$ cat src/rtl/qd_pkg.sv
package qd_pkg;
  localparam int NFLAGS    = 7;
  localparam int FLG_IDX   = 0;
  localparam int FLG_QERR  = 1;
  localparam int FLG_CMP   = 2;
  localparam int FLG_MAX   = 3;
  localparam int FLG_CAP   = 4;
  localparam int FLG_DIR   = 5;
  localparam int FLG_MOVE  = 6;

  typedef enum logic [1:0] {
    MUL_X1 = 2'd0,
    MUL_X2 = 2'd1,
    MUL_X4 = 2'd2
  } mul_e;
endpackage

$ cat src/rtl/qd_prescale.sv
module qd_prescale #(
  parameter int PSC_W = 3
) (
  input  logic             clk,
  input  logic             rst,
  input  logic             en,
  input  logic [PSC_W-1:0] psc,
  output logic             tick
);
  localparam int CW = (1 << PSC_W) - 1;

  logic [CW-1:0] cnt;
  logic [CW-1:0] mask;

  // Low psc bits of the free-running counter all ones -> one tick per 2^psc
  assign mask = {CW{1'b1}} >> (CW - int'(psc));
  assign tick = en && ((cnt & mask) == mask);

  always_ff @(posedge clk) begin
    if (rst)     cnt <= '0;
    else if (en) cnt <= cnt + 1'b1;
  end

  // at the slowest rate two ticks are never adjacent
  a_r8_slow_tick_spacing: assert property (@(posedge clk) disable iff (rst)
    (tick && psc == '1) |=> (psc != '1 || !tick));
endmodule

$ cat src/rtl/qd_filter.sv
module qd_filter #(
  parameter int N     = 3,
  parameter int DEPTH = 4,
  localparam int LW   = $clog2(DEPTH)
) (
  input  logic          clk,
  input  logic          rst,
  input  logic          tick,
  input  logic [LW-1:0] len,
  input  logic [N-1:0]  din,
  output logic [N-1:0]  dout
);
  for (genvar i = 0; i < N; i++) begin : g_ch
    logic [DEPTH-1:0] hist;
    logic [DEPTH-1:0] nh;
    logic             agree;

    assign nh = {hist[DEPTH-2:0], din[i]};

    always_comb begin
      agree = 1'b1;
      for (int k = 0; k < DEPTH; k++)
        if (k <= int'(len) && nh[k] != din[i]) agree = 1'b0;
    end

    always_ff @(posedge clk) begin
      if (rst) begin
        hist    <= '0;
        dout[i] <= 1'b0;
      end else if (tick) begin
        hist <= nh;
        if (agree) dout[i] <= din[i];
      end
    end

    // output moves only on a sample tick
    a_r7_filter_holds: assert property (@(posedge clk) disable iff (rst)
      !tick |=> $stable(dout[i]));
  end
endmodule

$ cat src/rtl/qd_core.sv
module qd_core
  import qd_pkg::*;
#(
  parameter int W = 32
) (
  input  logic              clk,
  input  logic              rst,
  input  logic [1:0]        mode,
  input  logic              swap,
  input  logic              sticky,
  input  logic              idx_reload,
  input  logic              max_reload,
  input  logic [W-1:0]      max_count,
  input  logic [W-1:0]      init_val,
  input  logic [W-1:0]      cmp_val,
  input  logic [W-1:0]      cap_delay,
  input  logic              pos_wr,
  input  logic [W-1:0]      pos_wdata,
  input  logic [NFLAGS-1:0] flag_clr,
  input  logic              fa,
  input  logic              fb,
  input  logic              fidx,
  input  logic              stb,
  output logic [W-1:0]      position,
  output logic              dir,
  output logic [W-1:0]      idx_snap,
  output logic [W-1:0]      cap_snap,
  output logic [NFLAGS-1:0] flags
);
  logic pfa, pfb, pidx, pstb;
  logic a, b, pa, pb, da, db;
  logic qerr, step, up, idx_ev, stb_ev, cap_fire, pending, dir_n;
  logic [W-1:0] pos_n, dcnt;
  logic [NFLAGS-1:0] ev, flags_n;

  assign a  = swap ? fb  : fa;
  assign b  = swap ? fa  : fb;
  assign pa = swap ? pfb : pfa;
  assign pb = swap ? pfa : pfb;
  assign da = a ^ pa;
  assign db = b ^ pb;
  assign qerr   = da & db;
  assign idx_ev = fidx & ~pidx;
  assign stb_ev = stb & ~pstb;
  assign cap_fire = (stb_ev && !pending && cap_delay == '0) ||
                    (pending && dcnt >= cap_delay);

  always_comb begin
    case (mul_e'(mode))
      MUL_X1:  begin step = da & a & ~db; up = ~b;    end
      MUL_X2:  begin step = da & ~db;     up = a ^ b; end
      default: begin step = da ^ db;      up = da ? (a ^ b) : ~(a ^ b); end
    endcase
  end

  always_comb begin
    pos_n = position;
    dir_n = dir;
    ev    = '0;
    if (step) begin
      dir_n = up;
      if (up) begin
        if (max_reload && position == max_count) begin
          pos_n = init_val; ev[FLG_MAX] = 1'b1;
        end else pos_n = position + 1'b1;
      end else begin
        if (max_reload && position == '0) begin
          pos_n = max_count; ev[FLG_MAX] = 1'b1;
        end else pos_n = position - 1'b1;
      end
      ev[FLG_MOVE] = 1'b1;
      ev[FLG_CMP]  = (pos_n == cmp_val);
      ev[FLG_DIR]  = (up != dir);
    end
    ev[FLG_QERR] = qerr;
    ev[FLG_CAP]  = cap_fire;
    if (idx_ev) begin
      ev[FLG_IDX] = 1'b1;
      if (idx_reload) pos_n = init_val;
    end
    if (pos_wr) pos_n = pos_wdata;
    flags_n = sticky ? ((flags & ~flag_clr) | ev) : ev;
  end

  always_ff @(posedge clk) begin
    if (rst) begin
      {pfa, pfb, pidx, pstb} <= '0;
      position <= '0;
      dir      <= 1'b0;
      flags    <= '0;
      idx_snap <= '0;
      cap_snap <= '0;
      pending  <= 1'b0;
      dcnt     <= '0;
    end else begin
      {pfa, pfb, pidx, pstb} <= {fa, fb, fidx, stb};
      position <= pos_n;
      dir      <= dir_n;
      flags    <= flags_n;
      if (idx_ev)   idx_snap <= position;
      if (cap_fire) cap_snap <= position;
      if (pending) begin
        if (dcnt >= cap_delay) pending <= 1'b0;
        else                   dcnt <= dcnt + 1'b1;
      end else if (stb_ev && cap_delay != '0) begin
        pending <= 1'b1;
        dcnt    <= W'(1);
      end
    end
  end

  // an illegal double transition never moves the count
  a_r6_qerr_no_count: assert property (@(posedge clk) disable iff (rst)
    (qerr && !pos_wr && !idx_ev) |=> position == $past(position));

  // an ordinary step moves the count by exactly one
  a_r2_unit_step: assert property (@(posedge clk) disable iff (rst)
    (step && !pos_wr && !idx_ev && !ev[FLG_MAX]) |=>
      (position == $past(position) + 1'b1 || position == $past(position) - 1'b1));

  // in sticky mode an uncleared flag stays set
  a_r13_sticky_hold: assert property (@(posedge clk) disable iff (rst)
    (sticky && |(flags & ~flag_clr)) |=>
      ((flags & $past(flags & ~flag_clr)) == $past(flags & ~flag_clr)));
endmodule

$ cat src/rtl/quad_counter.sv
module quad_counter
  import qd_pkg::*;
#(
  parameter int W     = 32,
  parameter int PSC_W = 3,
  parameter int FDEP  = 4
) (
  input  logic              clk,
  input  logic              rst,
  input  logic              enable,
  input  logic [1:0]        mul_sel,
  input  logic              swap_ab,
  input  logic [1:0]        filt_len,
  input  logic [PSC_W-1:0]  presc,
  input  logic              idx_reload,
  input  logic              max_reload,
  input  logic              sticky,
  input  logic [W-1:0]      max_count,
  input  logic [W-1:0]      init_val,
  input  logic [W-1:0]      cmp_val,
  input  logic [W-1:0]      cap_delay,
  input  logic              pos_wr,
  input  logic [W-1:0]      pos_wdata,
  input  logic [NFLAGS-1:0] flag_clr,
  input  logic [NFLAGS-1:0] irq_en,
  input  logic              enc_a,
  input  logic              enc_b,
  input  logic              enc_idx,
  input  logic              cap_strobe,
  output logic [W-1:0]      position,
  output logic              dir,
  output logic [W-1:0]      idx_snap,
  output logic [W-1:0]      cap_snap,
  output logic [NFLAGS-1:0] flags,
  output logic              irq
);
  localparam int NS = 4;

  logic [NS-1:0] s1, s2;
  logic [2:0]    filt_out;
  logic          tick;

  // Two-stage synchronizer: {strobe, index, b, a}
  always_ff @(posedge clk) begin
    if (rst) begin
      s1 <= '0;
      s2 <= '0;
    end else begin
      s1 <= {cap_strobe, enc_idx, enc_b, enc_a};
      s2 <= s1;
    end
  end

  qd_prescale #(.PSC_W(PSC_W)) u_psc (
    .clk(clk), .rst(rst), .en(enable), .psc(presc), .tick(tick)
  );

  qd_filter #(.N(3), .DEPTH(FDEP)) u_filt (
    .clk(clk), .rst(rst), .tick(tick), .len(filt_len),
    .din(s2[2:0]), .dout(filt_out)
  );

  qd_core #(.W(W)) u_core (
    .clk(clk), .rst(rst), .mode(mul_sel), .swap(swap_ab), .sticky(sticky),
    .idx_reload(idx_reload), .max_reload(max_reload), .max_count(max_count),
    .init_val(init_val), .cmp_val(cmp_val), .cap_delay(cap_delay),
    .pos_wr(pos_wr), .pos_wdata(pos_wdata), .flag_clr(flag_clr),
    .fa(filt_out[0]), .fb(filt_out[1]), .fidx(filt_out[2]), .stb(s2[3]),
    .position(position), .dir(dir), .idx_snap(idx_snap),
    .cap_snap(cap_snap), .flags(flags)
  );

  assign irq = |(flags & irq_en);
endmodule

$ cat config.mk
export PLATFORM = sky130hd
export DESIGN_NAME = quad_counter
export DESIGN_NICKNAME = d
export VERILOG_FILES = /design/src/rtl/qd_pkg.sv /design/src/rtl/qd_prescale.sv /design/src/rtl/qd_filter.sv /design/src/rtl/qd_core.sv /design/src/rtl/quad_counter.sv
export SDC_FILE = /design/constraint.sdc
export NUM_CORES = 1
export LEC_CHECK = 0
export BUFFER_PORTS_ARGS = -buffer_cell sky130_fd_sc_hd__buf_4
export CAP_MARGIN = 20
export CORE_MARGIN = 8
export CORE_UTILIZATION = 43
export CTS_BUF_LIST = sky130_fd_sc_hd__clkbuf_8
export DETAILED_ROUTE_END_ITERATION = 10
export PLACE_DENSITY = 0.69
export SYNTH_ARGS = -nofsm -noshare
export SYNTH_HDL_FRONTEND = slang
export SYNTH_SLANG_ARGS = --single-unit
$ cat constraint.sdc
create_clock -name clk -period 4.89 [get_ports clk]
set_clock_uncertainty 0.15 [all_clocks]
set_input_delay 0.978 -clock clk [delete_from_list [all_inputs] [get_ports clk]]
set_output_delay 0.978 -clock clk [all_outputs]
set_load 0.02 [all_outputs]
## Word-level counts from Yosys, hierarchy flattened

Index checks and enable logic that the tools add are counted.

| operators by class | value |
|---|---|
| add/subtract/negate cells | 5 |
| magnitude comparators | 4 |
| equal/unequal tests | 15 |
| shift-type cells | 1 |
| muxes and demuxes | 37 |
| bitwise logic cells | 20 |
| reduce and logical (&&, ||, !) cells | 28 |

Operator list:

| operator | count |
|---|---|
| 32-bit 2-to-1 mux | 11 |
| 32-bit by 1-bit adder with 32-bit output (second input constant) | 2 |
| 32-bit equality test | 2 |
| 32-bit zero test | 2 |
| 32-bit greater-or-equal comparator | 1 |
| 32-bit nonzero test | 1 |
| 7-bit by 32-bit right shift with 7-bit output (first input constant) | 1 |
| 32-bit by 1-bit subtractor with 32-bit output (second input constant) | 1 |
| 7-bit bitwise AND | 3 |
| 1-bit 2-to-1 mux | 21 |
| 1-bit logical AND | 16 |
| 1-bit != test | 10 |
| 2-bit AND reduction | 4 |
| 7-bit by 1-bit adder with 7-bit output (second input constant) | 1 |
| 7-bit equality test | 1 |
| 7-bit 2-to-1 mux | 1 |
| 7-bit inverter | 1 |
| 7-bit bitwise OR | 1 |
| 7-bit OR reduction | 1 |
| 1-bit bitwise AND | 6 |
| 1-bit inverter | 5 |
| 2-bit less-or-equal comparator (first input constant) | 2 |
| 2-bit 2-to-1 mux | 2 |
| 1-bit case mux with 2 select lines | 2 |
| 9 further kinds | 12 |

| word-level totals | value |
|---|---|
| flip-flop bits (word level) | 168 |
| input bits | 193 |
| output and inout bits | 105 |
| logic and storage cells | 130 |

## Depth between registers and ports, before layout

Gate-level depths: netlist (run 1).

| logic depth | value |
|---|---|
| word-level depth | 11 |
| depth in mapped cells | 15 |
| gate-level depth less buffers | 12 |

## Cells and area by module

Synthesis (run 1) repeated with hierarchy kept, for this count alone.

| unflattened totals | value |
|---|---|
| cell total of the unflattened synthesis | 1584 |
| area total of the unflattened synthesis | 12161.7 um^2 |

By module, submodules not included:

| module | times used | cells each | area each (um^2) | seq. area each (um^2) |
|---|---|---|---|---|
| qd_core | 1 | 1466 | 11009.3 | 2822.7 |
| qd_filter | 1 | 59 | 575.6 | 240.2 |
| qd_prescale | 1 | 39 | 336.6 | 140.1 |
| quad_counter | 1 | 20 | 240.2 | 160.2 |

## Least setup slack after synthesis (run 1)

No wires, ideal clock.

| timing | value |
|---|---|
| path kind | input to register |
| start point | input port cap_delay[27] |
| end point | register u_core.cap_snap[3] |
| library setup time | 0.128 ns |
| data arrival time | 3.618 ns |
| required time | 4.612 ns |
| path slack | 0.995 ns |
| stages | 10 |
| path buffers | 1 |
| cells stage by stage | inv_1 -> ha_1 -> nand2_1 -> or3_1 -> or3_1 -> o31a_1 -> a21oi_1 -> clkbuf_1 -> mux2i_1 -> nor2_1 |

| on the way | value |
|---|---|
| cells in the longest elaborated chain, start to end | 3 |
| elaborated cells on any way between the ends | 5 |
| classes of those cells | order compare (1); reduce/logical (4) |

Ends and longest elaborated chain:

| element | line | RTL |
|---|---|---|
| start, declared | quad_counter.sv:21 | `input logic [W-1:0] cap_delay,` |
| 32-bit greater-or-equal comparator or 32-bit zero test (tied branches) | qd_core.sv:46, qd_core.sv:45 |  |
| 1-bit logical AND, on equally long branches | qd_core.sv:46, qd_core.sv:45 |  |
| 1-bit logical OR * | qd_core.sv:45 | `assign cap_fire = (stb_ev && !pending && cap_delay == '0) \|\|` |
| end signal, assigned | qd_core.sv:101 | `if (cap_fire) cap_snap <= position;` |
| end, declared | qd_core.sv:27 | `output logic [W-1:0] cap_snap,` |

Mark *: on every way between the ends. The rest lies on a longest branch, timed or not.
A chain may end at the register's enable or synchronous reset.

## Worst setup path in the final report (run 1)

| timing | value |
|---|---|
| start point | register u_core.position[16] |
| end point | register u_core.flags[2] |

| on the way | value |
|---|---|
| cells in the longest elaborated chain, start to end | 9 |
| elaborated cells on any way between the ends | 14 |
| classes of those cells | add/sub (2); eq/ne (2); mux (6); bitwise (1); reduce/logical (3) |

Ends and longest elaborated chain:

| element | line | RTL |
|---|---|---|
| start, declared | qd_core.sv:24 | `output logic [W-1:0] position,` |
| start signal, assigned | qd_core.sv:97 | `position <= pos_n;` |
| branches (longest 3 deep; another with 32-bit by 1-bit subtractor with 32-bit output) | n/a |  |
| 32-bit 2-to-1 mux * | qd_core.sv:62 | `if (up) begin` |
| 32-bit 2-to-1 mux * | qd_core.sv:60 | `if (step) begin` |
| 32-bit equality test * | qd_core.sv:72 | `ev[FLG_CMP] = (pos_n == cmp_val);` |
| 2-bit 2-to-1 mux * | qd_core.sv:60 |  |
| 7-bit bitwise OR | qd_core.sv:82 | `flags_n = sticky ? ((flags & ~flag_clr) \| ev) : ev;` |
| 7-bit 2-to-1 mux * | qd_core.sv:82 |  |
| end signal, assigned | qd_core.sv:99 | `flags <= flags_n;` |
| end, declared | qd_core.sv:28 | `output logic [NFLAGS-1:0] flags` |

Mark *: on every way between the ends. The select of a mux whose other input is x is not followed.

==> results of run 1 <==
[worst max path at each step]
stage                                              start                               to  slack, ns  depth (start not counted)
final                     u_core.position[16]$_SDFF_PP0_       u_core.flags[2]$_SDFF_PP0_       0.82                         10
after global routing      u_core.position[22]$_SDFF_PP0_       u_core.flags[2]$_SDFF_PP0_       0.59                         10
after CTS                 u_core.position[22]$_SDFF_PP0_       u_core.flags[2]$_SDFF_PP0_       0.85                         10
after detailed placement                         swap_ab       u_core.flags[2]$_SDFF_PP0_       0.50                         14
after global placement                           swap_ab       u_core.flags[2]$_SDFF_PP0_       0.56                         14
after floorplan                            cap_delay[27]  u_core.cap_snap[3]$_SDFFE_PP0P_       0.99                         10
[cell families (layout without fill, tap and decap cells)]
family | after synthesis | after routing | synth area share
buffers and inverters | 187 | 437 | 0.0635
muxes | 86 | 86 | 0.0744
and+or+nand+nor | 617 | 617 | 0.257
DFF | 168 | 168 | 0.284
AOI/OAI and AO/OA | 341 | 341 | 0.185
xor gates and xnor gates | 127 | 127 | 0.0949
adders and majority gates | 39 | 39 | 0.0411
other | 0 | 1 | 0
[cell type report]
class | instances | area share
well taps | 346 | 0.0293
inverters | 65 | 0.0165
clock inverters | 11 | 0.00828
clock buffers | 20 | 0.0186
flip-flops and latches | 168 | 0.227
repair buffers | 341 | 0.174
multi-input cells | 1210 | 0.526
diodes | 1 | 0.000169
[registers in the layout (all words and copies together), names as in the netlist, 4 cells and up]
register,count
u_core.flags,7
u_core.position,32
u_core.idx_snap,32
s1,4
u_filt.g_ch.hist,9
u_psc.cnt,7
u_core.dcnt,32
s2,4
u_core.cap_snap,32
[cells in the final DEF, fill, tap and decap left out, types with 11 or more instances in the layout]
master    synthesis  final
a21o_1           15     15
xnor2_1          86     86
nand3_1          30     30
o31ai_1          14     13
nor4_1           39     39
and3_1           11     11
nand2_1         165    165
xor2_1           40     40
a211oi_1         36     36
mux2i_1          73     73
nand4_1          39     39
nor2_1          164    164
o21ai_0          56     56
buf_4             0    339
inv_1            64     65
or3_1            29     29
or4_1            19     19
nor3_1           39     39
a21oi_1         118    116
o211ai_1         17     17
dfxtp_1         168    168
nor2b_1          20     19
ha_1             39     39
mux2_2           11     11
clkbuf_8          0     20
[per-stage QoR]
| step | setup WS (ns) | total power, mW | std cells |
|---|---|---|---|
| global placement | 0.563 | 2.34 | 2129 |
| CTS | 0.846 | 3.38 | 2161 |
| global route | 0.594 | 3.51 | 2162 |
| finish | 0.816 | 3.38 | 2162 |
| detailed placement | 0.500 | 2.34 | 2130 |
| floorplan | 0.995 | 1.94 | 1565 |
[worst register-to-register path, delay by kind of cell (launching register included)]
kind	cells	cell delay, ns
multiplexers	1	0.26
AND/OR/NAND/NOR	6	2.69
flip-flops	1	0.50
AO/OA/AOI/OAI	3	0.43
[power breakdown]
group / leakage [nW] / internal (mW) / switching (mW) / total, mW
registers: 1.36 / 1.40 / 0.0682 / 1.47
clock network: 0.204 / 0.493 / 0.555 / 1.05
logic: 4.56 / 0.366 / 0.504 / 0.869
[per-layer routing]
metal / up-vias / track usage
met1: 6161 / 0.379
met4: 0 / 0.0981
li1: 6054 / -
met2: 745 / 0.459
met5: - / 0
met3: 81 / 0.0774
==> run_results.csv, run 1 <==
group,metric,value,unit
status,outcome,"complete, no violations",
place,place_area,0.0144,mm2
pwr,p_leak,6.13,nW
timing,max_slew_margin,0.322,
drt,dr.pass1.iters,7,
global_route,grt_overflow,0,
global_route,antenna_found_initial,1,
place,dp_hpwl,38.4,mm
critical_path,rrSetupSlack,0.82,ns
yosys,synth_area_leaders,"dfxtp_1, xnor2_1, mux2i_1",
timing,rsz0062_at_grt,"no",
final_layout,final_area,0.0148,mm2
global_route,grt_pass1_vias,12900,
timing,max_freq,245,MHz
yosys,synth_top_area_cell,"dfxtp_1",
drt,wl_met2,22.4,mm
min_path,min_to,"s2[2]$_SDFF_PP0_",
yosys,yosysSeqAreaShare,0.284,
yosys,yosysMostFrequentCell,"dfxtp_1",
critical_path,worstPathBufferInverterCount,0,
pwr,vdd_ir_drop_max,0.121,mV
yosys,synth_enable_flop_cells,0,
min_path,hold_path.startpoint,"s1[2]$_SDFF_PP0_",
clocking,cts_tree,"yes",
drt,antenna_left,0,
drt,post_drt_via_cell_ratio,6.03,
critical_path,endpoint_kind,"register",
die,rows,61,
place,place_congestion,1.04,
timing,fin_tns_setup,0,ns
clocking,cts-root-buf,"clkbuf_8",
final_layout,syn_to_final_growth,24.8,%
die,start_util,0.432,
timing,min_period,4.07,ns
clocking,cts_max_level,4,
yosys,syn_inst,1565,
clocking,cts-resized-gates,0,
place,io_buffers,297,
timing,worst_pin_slew,1.01,ns
clocking,clockBufferDepth,2,
yosys,ys_warn_count,0,
die,core_area,0.0275,mm2
final_layout,multi_input_area,0.00778,mm2
clocking,clock_sinks,168,
clocking,hold_buffers,0,
die,die_h,182,um
critical_path,critical_path_class,"register to register",
die,dieArea,0.0332,mm2
global_route,grt_first_pass_wirelength,75.5,mm
drt,via_count,13000,
clocking,clk_latency,0.48,ns
drt,totalWireLength,49.7,mm
min_path,hold_depth,1,
yosys,synth_top_cell_area_share,0.284,
job,cap_violations,0,
global_route,grt_usage,0.291,
final_layout,final_util,0.539,
critical_path,rr_startpoint,"u_core.position[16]$_SDFF_PP0_",
yosys,syn_area,0.0119,mm2
yosys,synth_async_sr_flop_share,0,
critical_path,cp_slowest_cell,"or4_4",
clocking,cts_made_buffers,17,
critical_path,reg2regPathDepth,10,
drt,drc,0,
critical_path,critPathLaunchType,"register",
final_layout,final_nets,2035,
final_layout,nFillCells,2674,
timing,hold_viol,0,
critical_path,slowest_delay,0.81,ns
final_layout,drive_above_1_share,0.226,
drt,drt-initial-drc-count,1240,
final_layout,layout.area.seq,0.00336,mm2
drt,wl_per_cell,23.0,um
pwr,pwr_density_cell,229,mW/mm2
drt,top_layer,"met4",
timing,setup_viol,0,
critical_path,crit_required,5.17,ns
yosys,yosys-top-cells-count,"dfxtp_1, nand2_1, nor2_1",
die,io-pin-count,298,
drt,wl_met1,21.0,mm
clocking,postCtsSetupBuffers,0,
critical_path,cp.arrival,4.35,ns
die,die_x,182,um
timing,drv_slew,0,
critical_path,crit_chain,"or3_1 -> nand2b_1 -> or4_4 -> mux2i_1 -> a21oi_1 -> o22ai_1 -> or4_1 -> nor4_1 -> nand4_1 -> o21ai_1",
drt,wl_met3,4.96,mm
global_route,grt_max_degree,53,
min_path,hp-class,"register to register",
yosys,synth_nets,1797,
critical_path,crit_fanout,25,
critical_path,rr_endpoint,"u_core.flags[2]$_SDFF_PP0_",
timing,hold_slack,0.299,ns
critical_path,crit_family,"simple AND/OR/NAND/NOR gates",
yosys,ys_types,77,
clocking,clkSlewWorstSetupHoldPaths,0.11,ns
yosys,synth-main-ff-cell,"dfxtp_1",
timing,fin_crit_sh,0.833,
yosys,avgSynthCellArea,7.58,um2
yosys,synth_seq_cells,168,
Note: power is estimated with default switching activity, not from simulation.
==> inputs of run 2 (changes only) <==
Settings changed: ABC_AREA from default to 1, PLACE_DENSITY 0.69 to 0.68.
Clock period 4.89 ns to 4.2 ns, I/O delays scaled along.
==> run_results.csv, run 2 <==
group,metric,value,unit
global_route,grt_usage,0.325,
yosys,yosysSeqAreaShare,0.268,
clocking,cts_made_buffers,17,
final_layout,stdcell_count,2768,
final_layout,drive_above_1_share,0.178,
drt,dr.pass1.iters,6,
drt,totalWireLength,59.1,mm
min_path,min_to,"s2[2]$_SDFF_PP0_",
die,core_area,0.0287,mm2
timing,max_freq,265,MHz
pwr,p_leak,7.39,nW
place,io_buffers,297,
yosys,synth_top_cell_area_share,0.268,
critical_path,critPathLaunchType,"register",
clocking,clk_latency,0.49,ns
yosys,ys_types,46,
pwr,vdd_ir_drop_max,0.162,mV
critical_path,rrSetupSlack,0.43,ns
global_route,grt_overflow,0,
global_route,grt_pass1_vias,15000,
final_layout,syn_to_final_growth,25.6,%
global_route,grt_max_degree,81,
yosys,synth_seq_cells,168,
drt,wl_per_cell,21.4,um
yosys,syn_area,0.0125,mm2
critical_path,rr_startpoint,"u_core.position[16]$_SDFF_PP0_",
die,rows,62,
min_path,hold_path.startpoint,"s1[2]$_SDFF_PP0_",
die,dieArea,0.0349,mm2
critical_path,endpoint_kind,"register",
final_layout,multi_input_area,0.00794,mm2
die,start_util,0.437,
final_layout,num_antenna_cells,0,
timing,setup_viol,0,
timing,min_period,3.77,ns
place,place_congestion,1.07,
final_layout,nFillCells,3046,
clocking,clockBufferDepth,2,
die,io-pin-count,298,
timing,max_slew_margin,0.321,
timing,hold_viol,0,
timing,rsz0062_at_grt,"no",
timing,fin_tns_setup,0,ns
critical_path,reg2regPathDepth,18,
yosys,synth_enable_flop_cells,0,
clocking,cts_tree,"yes",
global_route,antenna_found_initial,1,
drt,via_count,15600,
die,die_h,187,um
yosys,synth_async_sr_flop_share,0,
critical_path,cp.arrival,4.03,ns
drt,antenna_left,0,
timing,fin_crit_sh,0.897,
place,dp_hpwl,47.2,mm
clocking,clkSlewWorstSetupHoldPaths,0.11,ns
clocking,hold_buffers,0,
job,cap_violations,0,
timing,drv_slew,0,
critical_path,crit_fanout,10,
drt,drt-initial-drc-count,1495,
yosys,synth_top_area_cell,"dfxtp_1",
yosys,synth-main-ff-cell,"dfxtp_1",
drt,drc,0,
clocking,cts_max_level,4,
final_layout,mostFrequentLayoutCells,"nand2_1, buf_4, nor2_1",
yosys,synth_area_leaders,"dfxtp_1, nand2_1, nor2_1",
clocking,postCtsSetupBuffers,0,
critical_path,crit_required,4.46,ns
pwr,pwr_density_cell,263,mW/mm2
final_layout,final_nets,2603,
final_layout,final_common_cell,"nand2_1",
drt,post_drt_via_cell_ratio,5.63,
min_path,hold_depth,2,
yosys,syn_inst,2092,
yosys,yosys-top-cells-count,"nand2_1, nor2_1, inv_1",
final_layout,layout.area.seq,0.00336,mm2
timing,worst_pin_slew,1.01,ns
clocking,clock_sinks,168,
min_path,hp-class,"register to register",
yosys,synth_nets,2324,
yosys,avgSynthCellArea,6.00,um2
status,outcome,"complete, no violations",
clocking,cts-resized-gates,0,
global_route,grt_first_pass_wirelength,89.0,mm
yosys,yosysMostFrequentCell,"nand2_1",
place,dp_cells,2735,
die,die_x,187,um
clocking,cts-root-buf,"clkbuf_8",
yosys,ys_warn_count,0,
critical_path,critical_path_class,"register to register",
critical_path,rr_endpoint,"u_core.flags[2]$_SDFF_PP0_",
==> run 2: cells by family (layout without fill, tap and decap cells) <==
group                    after synthesis  count (layout)  synth area share
buffers and inverters                317             609             0.101
flip-flops                           168             168             0.268
XOR/XNOR                              48              48            0.0335
AND/OR/NAND/NOR                     1104            1104             0.373
AO/OA/AOI/OAI                        416             416             0.185
adder cells (fa/ha/maj)               39              39            0.0389
==> run 2: metrics by stage <==
stage          hold WS [ns]   util  power [mW]  worst slack (ns)  instance area, um2
2_1_floorplan         0.238      -        2.31              1.13               12500
3_3_place_gp          0.244  0.533        2.82             0.397               15300
3_5_place_dp          0.254  0.533        2.82             0.367               15300
4_1_cts               0.270  0.548        4.12             0.590               15700
5_1_grt               0.294  0.549        4.32             0.329               15800
6_report              0.270  0.549        4.14             0.432               15800
==> run 2: worst max-delay path by stage <==
| stage | from | to | slack [ns] |
|---|---|---|---|
| global route | u_core.position[16]$_SDFF_PP0_ | u_core.flags[2]$_SDFF_PP0_ | 0.33 |
| finish | u_core.position[16]$_SDFF_PP0_ | u_core.flags[2]$_SDFF_PP0_ | 0.43 |
| detailed placement | swap_ab | u_core.flags[2]$_SDFF_PP0_ | 0.37 |
| CTS | u_core.position[16]$_SDFF_PP0_ | u_core.flags[2]$_SDFF_PP0_ | 0.59 |
| global placement | swap_ab | u_core.flags[2]$_SDFF_PP0_ | 0.40 |
| floorplan | swap_ab | u_core.flags[2]$_SDFF_PP0_ | 1.13 |
==> run 2: area by class of cell <==
cell class	count	share of cell area
clock buffers	17	0.0148
multi-input cells	1607	0.504
repair buffers	352	0.170
well taps	384	0.0305
clock inverters	15	0.0140
flip-flops and latches	168	0.213
inverters	225	0.0536
==> run 2: worst max-delay path: stages (launching register included) <==
cell and delay, ns:
dfxtp_1 0.72, nor2_1 0.18, nand2_1 0.12, nor2_1 0.07, nand2_1 0.14, inv_2 0.08, nand3_2 0.08, clkinv_1 0.41
o21ai_0 0.76, nand2_1 0.14, nand2_1 0.10, nand2_1 0.05, nor2_1 0.13, nand2_1 0.10, nor2_1 0.11, nand3_1 0.08
nor2_1 0.11, nor2_1 0.05, nor2_1 0.10
==> run 2: where the power goes <==
group | internal (mW) | switching, mW
Sequential | 1.63 | 0.0624
Combinational | 0.404 | 0.724
Clock | 0.529 | 0.792
==> run 2: per-layer routing <==
layer  wire length, um  vias up  global-route usage  part of all wire
li1                  -     7471                   -                 -
met1             23500     7181               0.385              0.40
met2             27600      787               0.549              0.47
met3              4760      148              0.0658             0.081
met4              3210        2               0.170             0.054
met5                13        -                   0           0.00022
==> inputs of run 3 (changes only) <==
Settings changed: ABC_AREA 1 to default, PLACE_DENSITY 0.68 to 0.71.
Clock period 4.2 ns to 3.45 ns, I/O delays scaled along.
==> run_results.csv, run 3 (synthesized netlist as in run 1, its figures left out) <==
group,metric,value,unit
timing,max_slew_margin,0.450,
global_route,busiest_layer,"met2",
timing,max_freq,282,MHz
clocking,clockBufferDepth,2,
critical_path,slowest_delay,0.59,ns
pwr,total_power,5.13,mW
drt,drc,0,
critical_path,endpoint_kind,"register",
place,dp_cells,2314,
global_route,met3_usage,0.0628,
timing,drv_slew,0,
clocking,cts-root-buf,"clkbuf_8",
global_route,grt_max_degree,138,
place,place_congestion,1.01,
timing,setup_viol,1,
critical_path,crit_fanout,10,
die,io-pin-count,298,
die,dieArea,0.0332,mm2
drt,antenna_left,0,
timing,fin_tns_setup,-0.101,ns
final_layout,num_antenna_cells,0,
clocking,cts_tree,"yes",
final_layout,layout.area.seq,0.00337,mm2
status,violations,"negative setup slack",
global_route,grt_pass1_vias,13400,
timing,rsz0062_at_grt,"yes",
global_route,grt_overflow,0,
clocking,cts_made_buffers,17,
timing,hold_slack,0.264,ns
job,cap_violations,0,
final_layout,drive_above_1_share,0.317,
clocking,clk_latency,0.50,ns
place,dp_hpwl,42.5,mm
drt,totalWireLength,53.8,mm
critical_path,crit_required,3.72,ns
final_layout,multi_input_area,0.00797,mm2
final_layout,final_util,0.602,
timing,worst_pin_slew,0.813,ns
die,core_area,0.0275,mm2
timing,fin_crit_sh,1.03,
final_layout,final_common_cell,"buf_4",
global_route,grt_usage,0.315,
die,die_x,182,um
clocking,cts_max_level,4,
die,rows,61,
drt,via_count,13700,
die,start_util,0.432,
critical_path,critical_path_class,"register to register",
pwr,pwr_density_cell,310,mW/mm2
pwr,p_leak,7.11,nW
clocking,clkSlewWorstSetupHoldPaths,0.11,ns
final_layout,nFillCells,2571,
drt,wl_per_cell,22.9,um
place,pre_cts_slack,-0.520,ns
global_route,grt_use_met1,0.420,
final_layout,mostFrequentLayoutCells,"buf_4, nand2_1, nor2_1",
final_layout,final_nets,2223,
critical_path,rrSetupSlack,-0.10,ns
critical_path,critPathLaunchType,"register",
place,place_area,0.0159,mm2
drt,drt-initial-drc-count,1476,
final_layout,final_area,0.0165,mm2
global_route,antenna_found_initial,0,
status,outcome,"finished with violations",
final_layout,syn_to_final_growth,39.5,%
critical_path,cp.arrival,3.83,ns
timing,hold_viol,0,
drt,post_drt_via_cell_ratio,5.83,
min_path,hp-class,"primary input to register",
timing,min_period,3.55,ns
die,die_h,182,um
place,io_buffers,297,
pwr,vdd_ir_drop_max,0.178,mV
clocking,clock_sinks,168,
timing,finalWorstSetupSlack,-0.101,ns
global_route,grt_first_pass_wirelength,80.4,mm
drt,dr.pass1.iters,8,
critical_path,crit_chain,"or4_4 -> or2_1 -> or4_4 -> buf_6 -> mux2i_1 -> buf_4 -> xor2_1 -> nand4_1 -> o31a_1 -> nor4_2 -> nand4_1 -> o21ai_1",
global_route,met2_usage,0.502,
clocking,hold_buffers,0,
final_layout,stdcell_count,2349,
critical_path,cp_slowest_cell,"or4_4",
==> run 3: changes by cell type in the layout (fill, tap and decap cells not counted), moves of 79 or more <==
cell,change
nand2_1,-405
o21ai_0,-105
buf_4,+167
inv_1,-143
nand3_1,-113
nor2_1,-79
==> run 3: path summary, 6_finish.rpt <==
kind	start	end	cells past startpoint
setup reg to reg	u_core.position[8]$_SDFF_PP0_	u_core.flags[2]$_SDFF_PP0_	12
setup / recovery	u_core.position[8]$_SDFF_PP0_	u_core.flags[2]$_SDFF_PP0_	12
hold / removal	enc_idx	s1[2]$_SDFF_PP0_	2
hold reg to reg	s1[0]$_SDFF_PP0_	s2[0]$_SDFF_PP0_	1
==> run 3: layer usage <==
layer,wire (um),up-vias
li1,-,6420
met1,23600,6505
met2,24100,687
met3,4630,93
met4,1580,0
met5,0,-
==> run 3: worst max-delay path, delay by kind of cell, from the launching register on <==
family,cells,cell delay [ns]
AO/OA/AOI/OAI,2,0.34
buffers and inverters,2,0.34
multiplexers,1,0.17
flip-flops,1,0.34
XOR/XNOR,1,0.14
AND/OR/NAND/NOR,6,2.01
==> run 3: report_power, final <==
part / leakage [nW] / switching (mW) / internal, mW
clock network: 0.194 / 0.867 / 0.680
registers: 1.37 / 0.0621 / 1.98
logic: 5.55 / 0.823 / 0.710
==> run 3: repair_timing <==
action                                 CTS  global route
setup endpoints to repair                2            23
pin swaps                                2             5
cloned                                   0             1
endpoints found under the hold margin    0             0
resized for setup                       14            28
setup buffers                            0             3
==> run 3: cell type report <==
type                            instances  share of cell area
Sequential cell                       168               0.204
Inverter                               65              0.0147
Clock inverter                         13             0.00960
Multi-Input combinational cell       1210               0.482
Timing Repair Buffer                  529               0.249
Tap cell                              346              0.0262
Clock buffer                           18              0.0150
